$ cat src/rtl/pincfg_pkg.sv
package pincfg_pkg;

  localparam int CFG_W = 6;

  // Packed order matches the bus bit layout: [5:4] slew, [3] odrain,
  // [2] pull, [1] inen, [0] owner select.
  typedef struct packed {
    logic [1:0] slew;
    logic       odrain;
    logic       pull;
    logic       inen;
    logic       muxen;
  } pin_cfg_t;

endpackage

$ cat src/rtl/pincfg_regfile.sv
module pincfg_regfile
  import pincfg_pkg::*;
#(
  parameter int NPINS  = 32,
  parameter int ADDR_W = 8,
  parameter int BASE   = 'h40
) (
  input  logic                    clk,
  input  logic                    rst_n,
  input  logic [ADDR_W-1:0]       bus_addr,
  input  logic                    bus_we,
  input  logic [7:0]              bus_wdata,
  input  logic                    wr_protect,
  output logic [7:0]              bus_rdata,
  output logic [NPINS*CFG_W-1:0]  cfg_flat
);

  localparam int IDX_W = (NPINS > 1) ? $clog2(NPINS) : 1;
  localparam logic [ADDR_W-1:0] BASE_A  = ADDR_W'(BASE);
  localparam logic [ADDR_W-1:0] NPINS_A = ADDR_W'(NPINS);

  logic [ADDR_W-1:0] offs;
  logic              hit;
  logic              wr_ok;
  logic              unused_wdata_hi;
  pin_cfg_t          cfg_q [NPINS];
  pin_cfg_t          cfg_d [NPINS];

  assign offs            = bus_addr - BASE_A;
  assign hit             = (bus_addr >= BASE_A) && (offs < NPINS_A);
  assign wr_ok           = bus_we && hit && !wr_protect;
  assign unused_wdata_hi = ^bus_wdata[7:6];

  for (genvar i = 0; i < NPINS; i++) begin : g_reg
    logic sel;
    assign sel = wr_ok && (offs == ADDR_W'(i));

    always_comb begin
      cfg_d[i] = cfg_q[i];
      if (sel) cfg_d[i] = pin_cfg_t'(bus_wdata[CFG_W-1:0]);
    end

    always_ff @(posedge clk or negedge rst_n) begin
      if (!rst_n) cfg_q[i] <= '0;
      else        cfg_q[i] <= cfg_d[i];
    end

    assign cfg_flat[i*CFG_W +: CFG_W] = cfg_q[i];
  end

  always_comb begin
    bus_rdata = 8'h00;
    if (hit) bus_rdata = {2'b00, cfg_q[offs[IDX_W-1:0]]};
  end

endmodule

$ cat src/rtl/pincfg_pad_ctrl.sv
module pincfg_pad_ctrl
  import pincfg_pkg::*;
#(
  parameter int NPINS = 32
) (
  input  logic [NPINS*CFG_W-1:0] cfg_flat,
  input  logic [NPINS-1:0]       port_dir,
  input  logic [NPINS-1:0]       port_out,
  input  logic [NPINS-1:0]       alt_dir,
  input  logic [NPINS-1:0]       alt_out,
  output logic [NPINS-1:0]       pad_oe,
  output logic [NPINS-1:0]       pad_do,
  output logic [NPINS-1:0]       pad_pull_en,
  output logic [NPINS-1:0]       pad_ie,
  output logic [2*NPINS-1:0]     pad_slew
);

  for (genvar i = 0; i < NPINS; i++) begin : g_pin
    pin_cfg_t cfg;
    logic     sel_dir;
    logic     sel_out;

    assign cfg     = pin_cfg_t'(cfg_flat[i*CFG_W +: CFG_W]);
    assign sel_dir = cfg.muxen ? alt_dir[i] : port_dir[i];
    assign sel_out = cfg.muxen ? alt_out[i] : port_out[i];

    // Open drain: a high level releases the driver, only low is driven.
    assign pad_oe[i]         = sel_dir & ~(cfg.odrain & sel_out);
    assign pad_do[i]         = sel_out & ~cfg.odrain;
    assign pad_pull_en[i]    = cfg.pull & ~sel_dir;
    assign pad_ie[i]         = cfg.inen;
    assign pad_slew[2*i +: 2] = cfg.slew;
  end

endmodule

$ cat src/rtl/pincfg_in_sync.sv
module pincfg_in_sync #(
  parameter int NPINS = 32
) (
  input  logic             clk,
  input  logic             rst_n,
  input  logic [NPINS-1:0] pad_in,
  input  logic [NPINS-1:0] inen,
  output logic [NPINS-1:0] in_value
);

  logic [NPINS-1:0] s1_q;
  logic [NPINS-1:0] s2_q;
  logic [NPINS-1:0] val_d;
  logic [NPINS-1:0] val_q;

  always_comb begin
    val_d = s2_q & inen;
  end

  always_ff @(posedge clk or negedge rst_n) begin
    if (!rst_n) begin
      s1_q  <= '0;
      s2_q  <= '0;
      val_q <= '0;
    end else begin
      s1_q  <= pad_in;
      s2_q  <= s1_q;
      val_q <= val_d;
    end
  end

  assign in_value = val_q;

endmodule

$ cat src/rtl/pin_cfg_ctrl.sv
module pin_cfg_ctrl
  import pincfg_pkg::*;
#(
  parameter int NPINS = 32,
  parameter int BASE  = 'h40
) (
  input  logic               clk,
  input  logic               rst_n,
  input  logic [7:0]         bus_addr,
  input  logic               bus_we,
  input  logic [7:0]         bus_wdata,
  output logic [7:0]         bus_rdata,
  input  logic               wr_protect,
  input  logic [NPINS-1:0]   port_dir,
  input  logic [NPINS-1:0]   port_out,
  input  logic [NPINS-1:0]   alt_dir,
  input  logic [NPINS-1:0]   alt_out,
  input  logic [NPINS-1:0]   pad_in,
  output logic [NPINS-1:0]   pad_oe,
  output logic [NPINS-1:0]   pad_do,
  output logic [NPINS-1:0]   pad_pull_en,
  output logic [NPINS-1:0]   pad_ie,
  output logic [2*NPINS-1:0] pad_slew,
  output logic [NPINS-1:0]   in_value
);

  logic                   rst_meta_q;
  logic                   rst_core_n;
  logic [NPINS*CFG_W-1:0] cfg_flat;

  // Reset asserts asynchronously, deasserts on the second clock edge.
  always_ff @(posedge clk or negedge rst_n) begin
    if (!rst_n) begin
      rst_meta_q <= 1'b0;
      rst_core_n <= 1'b0;
    end else begin
      rst_meta_q <= 1'b1;
      rst_core_n <= rst_meta_q;
    end
  end

  pincfg_regfile #(.NPINS(NPINS), .ADDR_W(8), .BASE(BASE)) u_regs (
    .clk        (clk),
    .rst_n      (rst_core_n),
    .bus_addr   (bus_addr),
    .bus_we     (bus_we),
    .bus_wdata  (bus_wdata),
    .wr_protect (wr_protect),
    .bus_rdata  (bus_rdata),
    .cfg_flat   (cfg_flat)
  );

  pincfg_pad_ctrl #(.NPINS(NPINS)) u_pads (
    .cfg_flat    (cfg_flat),
    .port_dir    (port_dir),
    .port_out    (port_out),
    .alt_dir     (alt_dir),
    .alt_out     (alt_out),
    .pad_oe      (pad_oe),
    .pad_do      (pad_do),
    .pad_pull_en (pad_pull_en),
    .pad_ie      (pad_ie),
    .pad_slew    (pad_slew)
  );

  pincfg_in_sync #(.NPINS(NPINS)) u_insync (
    .clk      (clk),
    .rst_n    (rst_core_n),
    .pad_in   (pad_in),
    .inen     (pad_ie),
    .in_value (in_value)
  );

endmodule

$ cat config.mk
export PLATFORM = sky130hd
export DESIGN_NAME = pin_cfg_ctrl
export DESIGN_NICKNAME = d
export VERILOG_FILES = /design/src/rtl/pincfg_pkg.sv /design/src/rtl/pincfg_regfile.sv /design/src/rtl/pincfg_pad_ctrl.sv /design/src/rtl/pincfg_in_sync.sv /design/src/rtl/pin_cfg_ctrl.sv
export SDC_FILE = /design/constraint.sdc
export NUM_CORES = 1
export LEC_CHECK = 0
export ABC_CLOCK_PERIOD_IN_PS = 20200
export BUFFER_PORTS_ARGS = -buffer_cell sky130_fd_sc_hd__buf_2
export CELL_PAD_IN_SITES_DETAIL_PLACEMENT = 1
export CELL_PAD_IN_SITES_GLOBAL_PLACEMENT = 1
export CORE_AREA = 2 2 177 179
export DETAILED_ROUTE_END_ITERATION = 10
export DIE_AREA = 0 0 179 181
export GPL_ROUTABILITY_DRIVEN = 0
export PLACE_DENSITY = 0.87
export SYNTH_ARGS = -nofsm -noshare
export SYNTH_HDL_FRONTEND = slang
export SYNTH_SLANG_ARGS = --single-unit
$ cat constraint.sdc
create_clock -name clk -period 20.2 [get_ports clk]
set_input_delay 1.01 -clock clk [delete_from_list [all_inputs] [get_ports clk]]
set_output_delay 1.01 -clock clk [all_outputs]
set_load 0.005 [all_outputs]
==> metrics.log, run 1 <==
[metrics] result of the run: complete, no violations
[metrics] #FFs+latches synth: 290
[metrics] largest cells by area after synthesis: dfrtp_1 (54%), mux2_2 (19%), mux4_2 (8.0%)
[metrics] fraction of synthesis flops using an asynchronous set or reset pin: 100%
[metrics] DRT antenna net count: 0
[metrics] initial antenna violation count: 1
[metrics] required time reported for the critical path endpoint: 19.19 ns
[metrics] internal power: 0.948 mW
[metrics] switching fraction of total power: 22.7%
[metrics] final worst path period share: 22.4%
[metrics] mux share of post-synthesis cell area: 29.8%
[metrics] number of violations reported at the end of detailed-routing iteration 0: 470
[metrics] path length in cells of the critical path: 7
[metrics] cell at the slowest stage of the critical path: buf_4
[metrics] average routed wire per standard cell: 24.4 um
[metrics] share of final-layout standard cells stronger than drive strength 1: 57.7%
[metrics] vias after detailed routing: 9,082
[metrics] standby leakage power: 8.44 nW
[metrics] number of cells traversed by the worst register-to-register path: 2
[metrics] effective utilization at floorplan: 44.7%
[metrics] fillers: 3,134
[metrics] combinational power share: 6.0%
[metrics] post-synthesis share of cell area spent on and, or, nand and nor gates: 7.45%
[metrics] Max-cap violations: 0
[metrics] setup TNS: 0 ns
[metrics] row count: 64
[metrics] xor-xnor portion of the synthesized cell area: 0%
[metrics] Congestion Overflow GR: 0
[metrics] core footprint: 30,300 um2
[metrics] number of distinct library cells after synthesis: 27
[metrics] Detailed Place HPWL: 29,700 um
[metrics] CP endpoint kind: output port
[metrics] RSZ-0062 raised after global routing: false
[metrics] number of instances in the synthesized netlist: 957
[metrics] length of the first detailed-routing pass in iterations: 4
[metrics] delay of the slowest critical-path stage: 0.59 ns
[metrics] most frequent cell on the critical path: buf_4
[metrics] DRC errors left: 0
[metrics] Synth warnings: 0
[metrics] Post-CTS Resized: 0
[metrics] Via-to-Cell Ratio: 5.40
[metrics] kind of path behind the tightest hold check: in -> async
[metrics] worst vdd rail ir drop: 56.3 uV
[metrics] sequential cell area fraction in the yosys report: 53.5%
[metrics] crit-path max FO: 27
[metrics] flip-flop and latch area: 7260 um2
[metrics] number of clock sinks: 290
[metrics] f_max: 221 MHz
[metrics] largest net degree at the start of global routing: 78
[metrics] Post-CTS Setup Repair Bufs: 0
[metrics] number of levels the H-tree was split into: 1
[metrics] number of input and output port buffers inserted: 407
[metrics] total power: 1.23 mW
[metrics] die span in y: 181 um
[metrics] final hold violations: 0
[metrics] dominant combinational cell family by area after synthesis: multiplexers
[metrics] synthesized-area fraction occupied by ao, oa, aoi and oai cells: 2.34%
[metrics] dominant cell type by area after synthesis: dfrtp_1
[metrics] Worst Setup SP: bus_addr[0]
[metrics] clock latency at the later pin of the worst-skew pair: 0.56 ns
[metrics] post-synthesis instance area: 13,600 um2
[metrics] critical path class: in -> out
[metrics] final setup violation count: 0
[metrics] number of buffers created by CTS: 31
[metrics] crit path buf inv count: 3
[metrics] vias in the first global route: 10.2k
[metrics] total area of multi-input combinational cells: 5380 um2
[metrics] leading cell type in the layout, fill and taps excluded: buf_2
[metrics] max-slew headroom at the worst pin: 34.3%
[metrics] Adder-Cell Fraction of Synth Area: 0%
[metrics] mean instance size in the synthesized netlist: 14.2 um2
[metrics] kind of cell with the highest combined delay on the critical path: buffers and inverters
[metrics] total wirelength of the detailed-routed design: 41,100 um
[metrics] switching power of the nets: 0.278 mW
[metrics] PD cells: 75.5 nW/um2
[metrics] Crit path arrival time: 3.52 ns
[metrics] global-route wire length before repair: 61,800 um
[metrics] Cell Chain, Critical Path: buf_4, buf_4, mux4_2, mux2i_1, o22a_1, nand3_1, buf_2
[metrics] Total Routing Usage GR: 25.4%
[metrics] Longest Clk Path Bufs: 3
[metrics] CTS hold repair buffers: 0
[metrics] Layout Skew: 0.0108 ns
[metrics] x dimension of the die: 179 um
[metrics] Worst-Margin Slew: 0.985 ns
[metrics] clock network fraction of design power: 45.4%
[metrics] number of synthesized flops with an enable pin: 0
[metrics] top library cells by usage in the layout, fill and taps aside: buf_2 (406), dfrtp_1 (289), mux2_2 (224)
[metrics] Nets: 1,443
[metrics] clock slew at reported path FFs: 0.06 ns
[metrics] portion of total power attributed to sequential cells: 48.6%
[metrics] top flip-flop cell by instance count after synthesis: dfrtp_1
[metrics] count of pins on the block boundary: 412
[metrics] final-report max-slew violation count: 0
[metrics] final period demand of the worst path: 4.53 ns
[metrics] root cell of the clock tree: clkbuf_16
[metrics] share of Yosys cell area claimed by the top area cell type: 53.5%
[metrics] total die area: 32,400 um2
[metrics] area growth from synthesis to layout: 19.7%
[metrics] Worst Setup Start Kind: primary input
[metrics] Reg2Reg Launch Point: rst_core_n$_DFF_PN0_
[metrics] CTS tree: done
-- sequential cells by signal, indices dropped and copies added (netlist names) --
name,cells
rst_meta_q,1
rst_core_n,1
u_insync.s1_q,32
u_regs.cfg_flat,192
u_insync.s2_q,32
u_insync.in_value,32
-- cell usage after synthesis, types with 2 or more instances --
library cell and number:
dfrtp_1 290, mux2_2 224, buf_4 98, and2_1 67, mux4_2 48, mux2i_1 44
nor2b_1 37, a21oi_1 32, clkbuf_1 26, nand2_1 19, buf_2 17, nand3_1 14
a32oi_1 12, nor2_1 6, o22a_1 6, nor4b_4 3, and3_1 2, and3b_1 2
conb_1 2
-- kinds of logic after synthesis --
group | after synthesis
buf+inv | 142
compound gates | 50
mux | 316
other cells | 2
simple gates | 157
flops | 290
-- worst reg2reg max path, cell delays in order, from the launching register on --
cell,delay (ns)
dfrtp_4,0.99
buf_4,0.89
buf_4,0.90
-- worst paths after layout --
| path | endpoint | slack [ns] |
|---|---|---|
| max | bus_rdata[1] | 15.67 |
| min | rst_meta_q$_DFF_PN0_ | 0.24 |
| max reg2reg | u_regs.cfg_flat[100]$_DFFE_PN0P_ | 17.35 |
| min reg2reg | u_insync.s2_q[13]$_DFF_PN0_ | 0.35 |
| max in group asynchronous | u_regs.cfg_flat[100]$_DFFE_PN0P_ | 17.35 |
| min in group clk | u_insync.s2_q[13]$_DFF_PN0_ | 0.35 |
-- per-stage QoR --
step	setup slack (ns)	cells	area, um2	hold slack (ns)	utilization [%]
2_1_floorplan	11.52	958	13600	0.331	-
3_3_place_gp	15.51	1626	15200	0.331	50.2
3_5_place_dp	15.52	1626	15200	0.336	50.2
4_1_cts	15.51	1680	16200	0.216	53.5
5_1_grt	15.44	1681	16200	0.219	53.5
6_report	15.67	1681	16200	0.242	53.5
-- routing by layer --
layer	track usage [%]	part of all wire, %	vias to the layer above
li1	-	-	3932
met3	4.88	6.6	70
met1	30.2	38	4740
met2	46.6	53	340
met5	0	0	-
met4	6.89	2.6	0
-- power groups by stage --
stage	clock (mW)	combinational [mW]	sequential (mW)
5_1_grt	0.592	0.0808	0.597
6_report	0.557	0.0731	0.596
2_1_floorplan	0	0.0309	0.611
4_1_cts	0.570	0.0748	0.596
3_5_place_dp	0	0.0743	0.607
3_3_place_gp	0	0.0711	0.606
-- cell type report --
cell class | count | area share [%]
Antenna cell | 1 | 0.0154
Timing Repair Buffer | 414 | 12.9
Tap cell | 396 | 3.05
Sequential cell | 290 | 44.7
Multi-Input combinational cell | 526 | 33.2
Clock inverter | 11 | 0.702
Clock buffer | 43 | 5.43
No activity file was read; power rests on OpenSTA's default activity.
==> run 2, diff against run 1 <==
--- a/config.mk
+++ b/config.mk
@@ -5,15 +5,15 @@
 export SDC_FILE = /design/constraint.sdc
 export NUM_CORES = 1
 export LEC_CHECK = 0
-export ABC_CLOCK_PERIOD_IN_PS = 20200
+export ABC_CLOCK_PERIOD_IN_PS = 3700
 export BUFFER_PORTS_ARGS = -buffer_cell sky130_fd_sc_hd__buf_2
 export CELL_PAD_IN_SITES_DETAIL_PLACEMENT = 1
 export CELL_PAD_IN_SITES_GLOBAL_PLACEMENT = 1
-export CORE_AREA = 2 2 177 179
+export CORE_AREA = 2 2 195 197
 export DETAILED_ROUTE_END_ITERATION = 10
-export DIE_AREA = 0 0 179 181
+export DIE_AREA = 0 0 197 199
 export GPL_ROUTABILITY_DRIVEN = 0
-export PLACE_DENSITY = 0.87
+export PLACE_DENSITY = 0.76
 export SYNTH_ARGS = -nofsm -noshare
 export SYNTH_HDL_FRONTEND = slang
 export SYNTH_SLANG_ARGS = --single-unit
==> constraint.sdc (replaced) <==
create_clock -name clk -period 3.7 [get_ports clk]
set_input_delay 0.185 -clock clk [delete_from_list [all_inputs] [get_ports clk]]
set_output_delay 0.185 -clock clk [all_outputs]
set_load 0.005 [all_outputs]
==> run 2 against run 1 <==
Compared with the run above:
- clock skew grew 0.0050 ns
- core utilization shrank 7.8 points
- register-to-register slack lost 15 ns
- first-iteration DRC count shrank 46%
- sequential power grew to 5.5 times the previous value
- global-route usage shrank 4.3 points
- hold slack gained 0.057 ns
- routed wire length grew 0.79%
- clock-buffer cell count grew 10
- setup slack lost 15 ns
- largest power group is now clock
==> metrics.log, run 2 (synthesis gave the netlist of run 1 again) <==
[metrics] total die area: 39,200 um2 (+21%)
[metrics] result of the run: complete, no violations
[metrics] Total Routing Usage GR: 21.1% (-4.3 points)
[metrics] Crit path arrival time: 2.39 ns (-1.13 ns)
[metrics] worst vdd rail ir drop: 273 uV (+380%)
[metrics] top library cells by usage in the layout, fill and taps aside: buf_2 (406), dfrtp_1 (289), mux2_2 (224)
[metrics] Longest Clk Path Bufs: 3 (unchanged)
[metrics] total wirelength of the detailed-routed design: 41,400 um (+0.79%)
[metrics] worst slack after detailed placement: 0.990 ns (-14.53 ns)
[metrics] leading cell type in the layout, fill and taps excluded: buf_2
[metrics] cell at the slowest stage of the critical path: mux4_2
[metrics] Worst-Margin Slew: 0.884 ns (-0.101 ns)
[metrics] row count: 71 (+11%)
[metrics] required time reported for the critical path endpoint: 3.51 ns (-15.68 ns)
[metrics] final setup violation count: 0 (unchanged)
[metrics] Worst Setup Start Kind: register
[metrics] number of clock sinks: 290 (unchanged)
[metrics] Congestion Overflow GR: 0 (unchanged)
[metrics] largest net degree at the start of global routing: 82 (+5.1%)
[metrics] CP endpoint kind: output port
[metrics] CTS tree: done
[metrics] instance count after placement with tap cells included: 1,708 (+5.0%)
[metrics] x dimension of the die: 197 um (+10%)
[metrics] area growth from synthesis to layout: 25.2%
[metrics] DRC errors left: 0 (unchanged)
[metrics] Layout Skew: 0.0158 ns (+0.00503 ns)
[metrics] RSZ-0062 raised after global routing: false
[metrics] Nets: 1,485 (+2.9%)
[metrics] Post-CTS Resized: 0 (unchanged)
[metrics] f_max: 388 MHz
[metrics] crit-path max FO: 4 (-85%)
[metrics] Cell Chain, Critical Path: mux4_2, mux2i_1, o22a_1, nand3_1, buf_2
[metrics] die span in y: 199 um (+9.9%)
[metrics] clock latency at the later pin of the worst-skew pair: 0.52 ns (-0.04 ns)
[metrics] vias after detailed routing: 9,144 (+0.68%)
[metrics] destination of the worst hold path: u_insync.s1_q[12]$_DFF_PN0_
[metrics] Worst R2R End: u_insync.s2_q[10]$_DFF_PN0_
[metrics] setup TNS: 0 ns (unchanged)
[metrics] initial antenna violation count: 5 (+4)
[metrics] final cell count without fillers: 1,810 (+7.7%)
[metrics] final-report max-slew violation count: 0 (unchanged)
[metrics] DRT antenna net count: 0 (unchanged)
[metrics] hold path cells: 2
[metrics] hold path startpoint: pad_in[12]
[metrics] number of cells traversed by the worst register-to-register path: 1 (-1)
[metrics] tightest hold margin: 0.299 ns (+0.0571 ns)
[metrics] number of violations reported at the end of detailed-routing iteration 0: 256 (-46%)
[metrics] total power: 7.29 mW (+490%)
[metrics] kind of path behind the tightest hold check: in -> reg
[metrics] Worst Setup SP: u_regs.cfg_flat[67]$_DFFE_PN0P_
[metrics] root cell of the clock tree: clkbuf_16
[metrics] share of final-layout standard cells stronger than drive strength 1: 56.6% (-1.1 points)
[metrics] final worst path period share: 69.6%
[metrics] slack of the worst reg-to-reg path: 2.22 ns (-15.13 ns)
[metrics] final period demand of the worst path: 2.57 ns
[metrics] vias in the first global route: 10.0k (-2.0%)
[metrics] core footprint: 37,100 um2 (+22%)
[metrics] clock slew at reported path FFs: 0.06 ns (about the same)
[metrics] final hold violations: 0 (unchanged)
[metrics] Reg2Reg Launch Point: rst_core_n$_DFF_PN0_
[metrics] number of input and output port buffers inserted: 407 (unchanged)
[metrics] Post-CTS Setup Repair Bufs: 0 (unchanged)
[metrics] flip-flop count of the largest register after layout: 192 (unchanged)
[metrics] delay of the slowest critical-path stage: 0.50 ns (-0.09 ns)
[metrics] Max-cap violations: 0 (unchanged)
[metrics] critical path class: reg -> out
[metrics] standby leakage power: 8.72 nW (+3.4%)
[metrics] Detailed Place HPWL: 29,800 um (+0.44%)
[metrics] global-route wire length before repair: 61,700 um (about the same)
[metrics] count of pins on the block boundary: 412 (unchanged)
[metrics] number of levels the H-tree was split into: 2 (+1)
[metrics] max-slew headroom at the worst pin: 41.0% (+6.7 points)
[metrics] length of the first detailed-routing pass in iterations: 4 (unchanged)
[metrics] PD cells: 430 nW/um2 (+470%)
[metrics] effective utilization at floorplan: 36.5% (-8.2 points)
[metrics] average routed wire per standard cell: 22.9 um (-6.4%)
[metrics] CTS hold repair buffers: 34 (+34)
[metrics] Via-to-Cell Ratio: 5.05 (-6.5%)
[metrics] Worst Slack Setup Final: 1.13 ns (-14.54 ns)
[metrics] number of buffers created by CTS: 35 (+13%)
==> run 2: worst max-delay path, delay by kind of cell (launching register included) <==
kind	cells	cell delay, ns
buffers and inverters	1	0.18
AO/OA/AOI/OAI	1	0.30
AND/OR/NAND/NOR	1	0.13
multiplexers	2	0.79
flip-flops	1	0.46
==> run 2: layout make-up <==
| class | count | area [um2] |
|---|---|---|
| Multi-Input combinational cell | 526 | 5380 |
| Antenna cell | 5 | 12.5 |
| Tap cell | 474 | 593 |
| Timing Repair Buffer | 452 | 2500 |
| Fill cell | 3898 | 20200 |
| Clock buffer | 53 | 1050 |
| Clock inverter | 10 | 168 |
| Sequential cell | 290 | 7260 |
==> run 2: metal layers <==
| metal | up-vias | track usage (%) | share of wire, % |
|---|---|---|---|
| li1 | 4041 | - | - |
| met4 | 0 | 5.74 | 2.0 |
| met2 | 285 | 37.5 | 52 |
| met1 | 4769 | 25.6 | 40 |
| met3 | 49 | 5.00 | 5.9 |
| met5 | - | 0 | 0 |
==> run 2: worst max-delay path by stage <==
| stage | endpoint | slack, ns |
|---|---|---|
| global route | bus_rdata[1] | 1.02 |
| floorplan | u_insync.in_value[0]$_DFF_PN0_ | 0.81 |
| CTS | bus_rdata[1] | 1.03 |
| finish | bus_rdata[1] | 1.13 |
| detailed placement | u_regs.cfg_flat[117]$_DFFE_PN0P_ | 0.99 |
| global placement | u_regs.cfg_flat[117]$_DFFE_PN0P_ | 1.03 |
==> run 2: where the power goes <==
group,internal [mW],switching (mW),total [mW]
sequential,3.22,0.0323,3.25
combinational,0.202,0.231,0.434
clock,2.25,1.35,3.61
==> run 2: through the flow <==
step / area (um2) / util, %
final: 17000 / 45.7
after floorplan: 13600 / -
after detailed placement: 15400 / 41.5
after CTS: 17000 / 45.7
after global routing: 17000 / 45.7
after global placement: 15400 / 41.5
==> run 3, diff against run 2 <==
--- a/config.mk
+++ b/config.mk
@@ -5,15 +5,15 @@
 export SDC_FILE = /design/constraint.sdc
 export NUM_CORES = 1
 export LEC_CHECK = 0
-export ABC_CLOCK_PERIOD_IN_PS = 3700
+export ABC_CLOCK_PERIOD_IN_PS = 2650
 export BUFFER_PORTS_ARGS = -buffer_cell sky130_fd_sc_hd__buf_2
 export CELL_PAD_IN_SITES_DETAIL_PLACEMENT = 1
 export CELL_PAD_IN_SITES_GLOBAL_PLACEMENT = 1
-export CORE_AREA = 2 2 195 197
+export CORE_AREA = 2 2 185 187
 export DETAILED_ROUTE_END_ITERATION = 10
-export DIE_AREA = 0 0 197 199
+export DIE_AREA = 0 0 187 189
 export GPL_ROUTABILITY_DRIVEN = 0
-export PLACE_DENSITY = 0.76
+export PLACE_DENSITY = 0.8
 export SYNTH_ARGS = -nofsm -noshare
 export SYNTH_HDL_FRONTEND = slang
 export SYNTH_SLANG_ARGS = --single-unit
==> constraint.sdc (replaced) <==
create_clock -name clk -period 2.65 [get_ports clk]
set_input_delay 0.1325 -clock clk [delete_from_list [all_inputs] [get_ports clk]]
set_output_delay 0.1325 -clock clk [all_outputs]
set_load 0.005 [all_outputs]
==> run 3 against run 2 <==
Compared with the run above:
- setup slack worse by 0.96 ns
- global-route usage rose by 2.5 points
- clock skew is 0.0055 ns lower
- clock power grew 21%
- sequential share of layout area rose by 0.23 points
- routed wire length grew 0.99%
- sequential cell count unchanged
- hold slack got worse by 0.079 ns
- critical path depth unchanged
- register-to-register slack got worse by 0.77 ns
- design area fell by 0.55%
- total power up 31%
- critical endpoint unchanged
- highest routed layer is now met5
==> metrics.log, run 3 (synthesis gave the netlist of run 1 again) <==
[metrics] clock slew at reported path FFs: 0.06 ns (about the same)
[metrics] core footprint: 33,300 um2 (-10%)
[metrics] GR Util met1: 29.0% (+3.4 points)
[metrics] Cell Chain, Critical Path: mux4_2, mux2i_1, o22a_1, nand3_1, buf_2
[metrics] number of levels the H-tree was split into: 1 (-1)
[metrics] number of buffers created by CTS: 31 (-11%)
[metrics] worst slack after detailed placement: 0.313 ns (-0.676 ns)
[metrics] delay of the slowest critical-path stage: 0.49 ns (about the same)
[metrics] Worst Setup Start Kind: register
[metrics] cell at the slowest stage of the critical path: mux4_2
[metrics] f_max: 403 MHz
[metrics] PD cells: 565 nW/um2 (+32%)
[metrics] kind of path behind the tightest hold check: in -> reg
[metrics] largest net degree at the start of global routing: 63 (-23%)
[metrics] CTS hold repair buffers: 34 (unchanged)
[metrics] Post-CTS Resized: 0 (unchanged)
[metrics] global routing met3 resource utilization: 4.49% (-0.52 points)
[metrics] CP endpoint kind: output port
[metrics] worst vdd rail ir drop: 433 uV (+59%)
[metrics] initial antenna violation count: 1 (-4)
[metrics] Worst Slack Setup Final: 0.166 ns (-0.960 ns)
[metrics] Total Routing Usage GR: 23.6% (+2.5 points)
[metrics] length of the first detailed-routing pass in iterations: 4 (unchanged)
[metrics] Layout Skew: 0.0103 ns (-0.00547 ns)
[metrics] top library cells by usage in the layout, fill and taps aside: buf_2 (406), dfrtp_1 (289), mux2_2 (224)
[metrics] row count: 67 (-5.6%)
[metrics] DRC errors left: 0 (unchanged)
[metrics] Detailed Place HPWL: 30,100 um (+1.1%)
[metrics] vias after detailed routing: 9,285 (+1.5%)
[metrics] leading cell type in the layout, fill and taps excluded: buf_2
[metrics] tightest hold margin: 0.220 ns (-0.0787 ns)
[metrics] vias in the first global route: 10.3k (+2.9%)
[metrics] die span in y: 189 um (-5.0%)
[metrics] Longest Clk Path Bufs: 3 (unchanged)
[metrics] effective utilization at floorplan: 40.7% (+4.2 points)
[metrics] x dimension of the die: 187 um (-5.1%)
[metrics] area growth from synthesis to layout: 24.5%
[metrics] result of the run: complete, no violations
[metrics] final period demand of the worst path: 2.48 ns
[metrics] average routed wire per standard cell: 23.4 um (+2.3%)
[metrics] final setup violation count: 0 (unchanged)
[metrics] clock latency at the later pin of the worst-skew pair: 0.55 ns (+0.03 ns)
[metrics] crit-path max FO: 4 (unchanged)
[metrics] Nets: 1,495 (+0.67%)
[metrics] number of clock sinks: 290 (unchanged)
[metrics] layer carrying the most global-route usage: met2
[metrics] max-slew headroom at the worst pin: 45.3% (+4.3 points)
[metrics] global-route met2 utilization: 43.1% (+5.6 points)
[metrics] DRT antenna net count: 0 (unchanged)
[metrics] standby leakage power: 8.71 nW (about the same)
[metrics] CTS tree: done
[metrics] final hold violations: 0 (unchanged)
[metrics] Post-CTS Setup Repair Bufs: 0 (unchanged)
[metrics] total die area: 35,300 um2 (-9.8%)
[metrics] critical path class: reg -> out
[metrics] Crit path arrival time: 2.35 ns (-0.04 ns)
[metrics] final-report max-slew violation count: 0 (unchanged)
[metrics] root cell of the clock tree: clkbuf_16
[metrics] Worst-Margin Slew: 0.820 ns (-0.0645 ns)
[metrics] RSZ-0062 raised after global routing: false
[metrics] Antenna Diode Count: 0 (-5)
[metrics] number of violations reported at the end of detailed-routing iteration 0: 373 (+46%)
[metrics] global-route wire length before repair: 63,800 um (+3.4%)
[metrics] flip-flop count of the largest register after layout: 192 (unchanged)
[metrics] count of pins on the block boundary: 412 (unchanged)
[metrics] number of input and output port buffers inserted: 407 (unchanged)
[metrics] final worst path period share: 93.8%
[metrics] share of final-layout standard cells stronger than drive strength 1: 56.4% (-0.15 points)
[metrics] Via-to-Cell Ratio: 5.20 (+2.9%)
[metrics] Max-cap violations: 0 (unchanged)
[metrics] total wirelength of the detailed-routed design: 41,800 um (+0.99%)
[metrics] Congestion Overflow GR: 0 (unchanged)
[metrics] fillers: 3,473 (-11%)
[metrics] required time reported for the critical path endpoint: 2.52 ns (-0.99 ns)
[run 3: power by group]
| group | switching (mW) | internal [mW] | leakage (nW) |
|---|---|---|---|
| sequential | 0.0433 | 4.49 | 3.90 |
| clock | 1.71 | 2.66 | 0.504 |
| combinational | 0.336 | 0.292 | 4.31 |
[run 3: critical path: cells and delay by family (launching register included)]
kind,cells,cell delay [ns]
compound gates,1,0.29
simple gates,1,0.12
buf+inv,1,0.17
mux,2,0.79
flops,1,0.42
[run 3: through the flow]
stage / utilization [%] / instance area, um2 / setup TNS, ns / power [mW] / instances
finish: 50.7 / 16900 / 0 / 9.54 / 1786
global route: 50.7 / 16900 / 0 / 9.89 / 1786
CTS: 50.7 / 16900 / 0 / 9.65 / 1786
detailed placement: 46.6 / 15500 / 0 / 5.21 / 1696
global placement: 46.6 / 15500 / 0 / 5.19 / 1696
floorplan: - / 13600 / -69.44 / 4.89 / 958
[run 3: final timing paths]
path	from	endpoint	slack [ns]	depth (start not counted)
hold / removal	pad_in[12]	u_insync.s1_q[12]$_DFF_PN0_	0.22	2
setup reg to reg	rst_core_n$_DFF_PN0_	u_insync.in_value[27]$_DFF_PN0_	1.45	1
setup / recovery	u_regs.cfg_flat[67]$_DFFE_PN0P_	bus_rdata[1]	0.17	5
min in group asynchronous	rst_core_n$_DFF_PN0_	u_regs.cfg_flat[78]$_DFFE_PN0P_	0.40	0
hold reg to reg	u_insync.s1_q[9]$_DFF_PN0_	u_insync.s2_q[9]$_DFF_PN0_	0.35	0
max in group asynchronous	rst_core_n$_DFF_PN0_	u_insync.in_value[27]$_DFF_PN0_	1.45	1
[run 3: cell type report]
type,instances,area [um2],area share (%)
Multi-Input combinational cell,526,5380,31.9
Sequential cell,290,7260,43.0
Tap cell,448,561,3.32
Clock buffer,51,931,5.52
Clock inverter,5,100,0.593
Timing Repair Buffer,466,2640,15.7
[run 3: per-layer routing]
metal	share of wire (%)	wire length, um
met3	6.0	2490
met1	40	16600
met4	1.9	805
met2	52	21900
met5	0.031	13
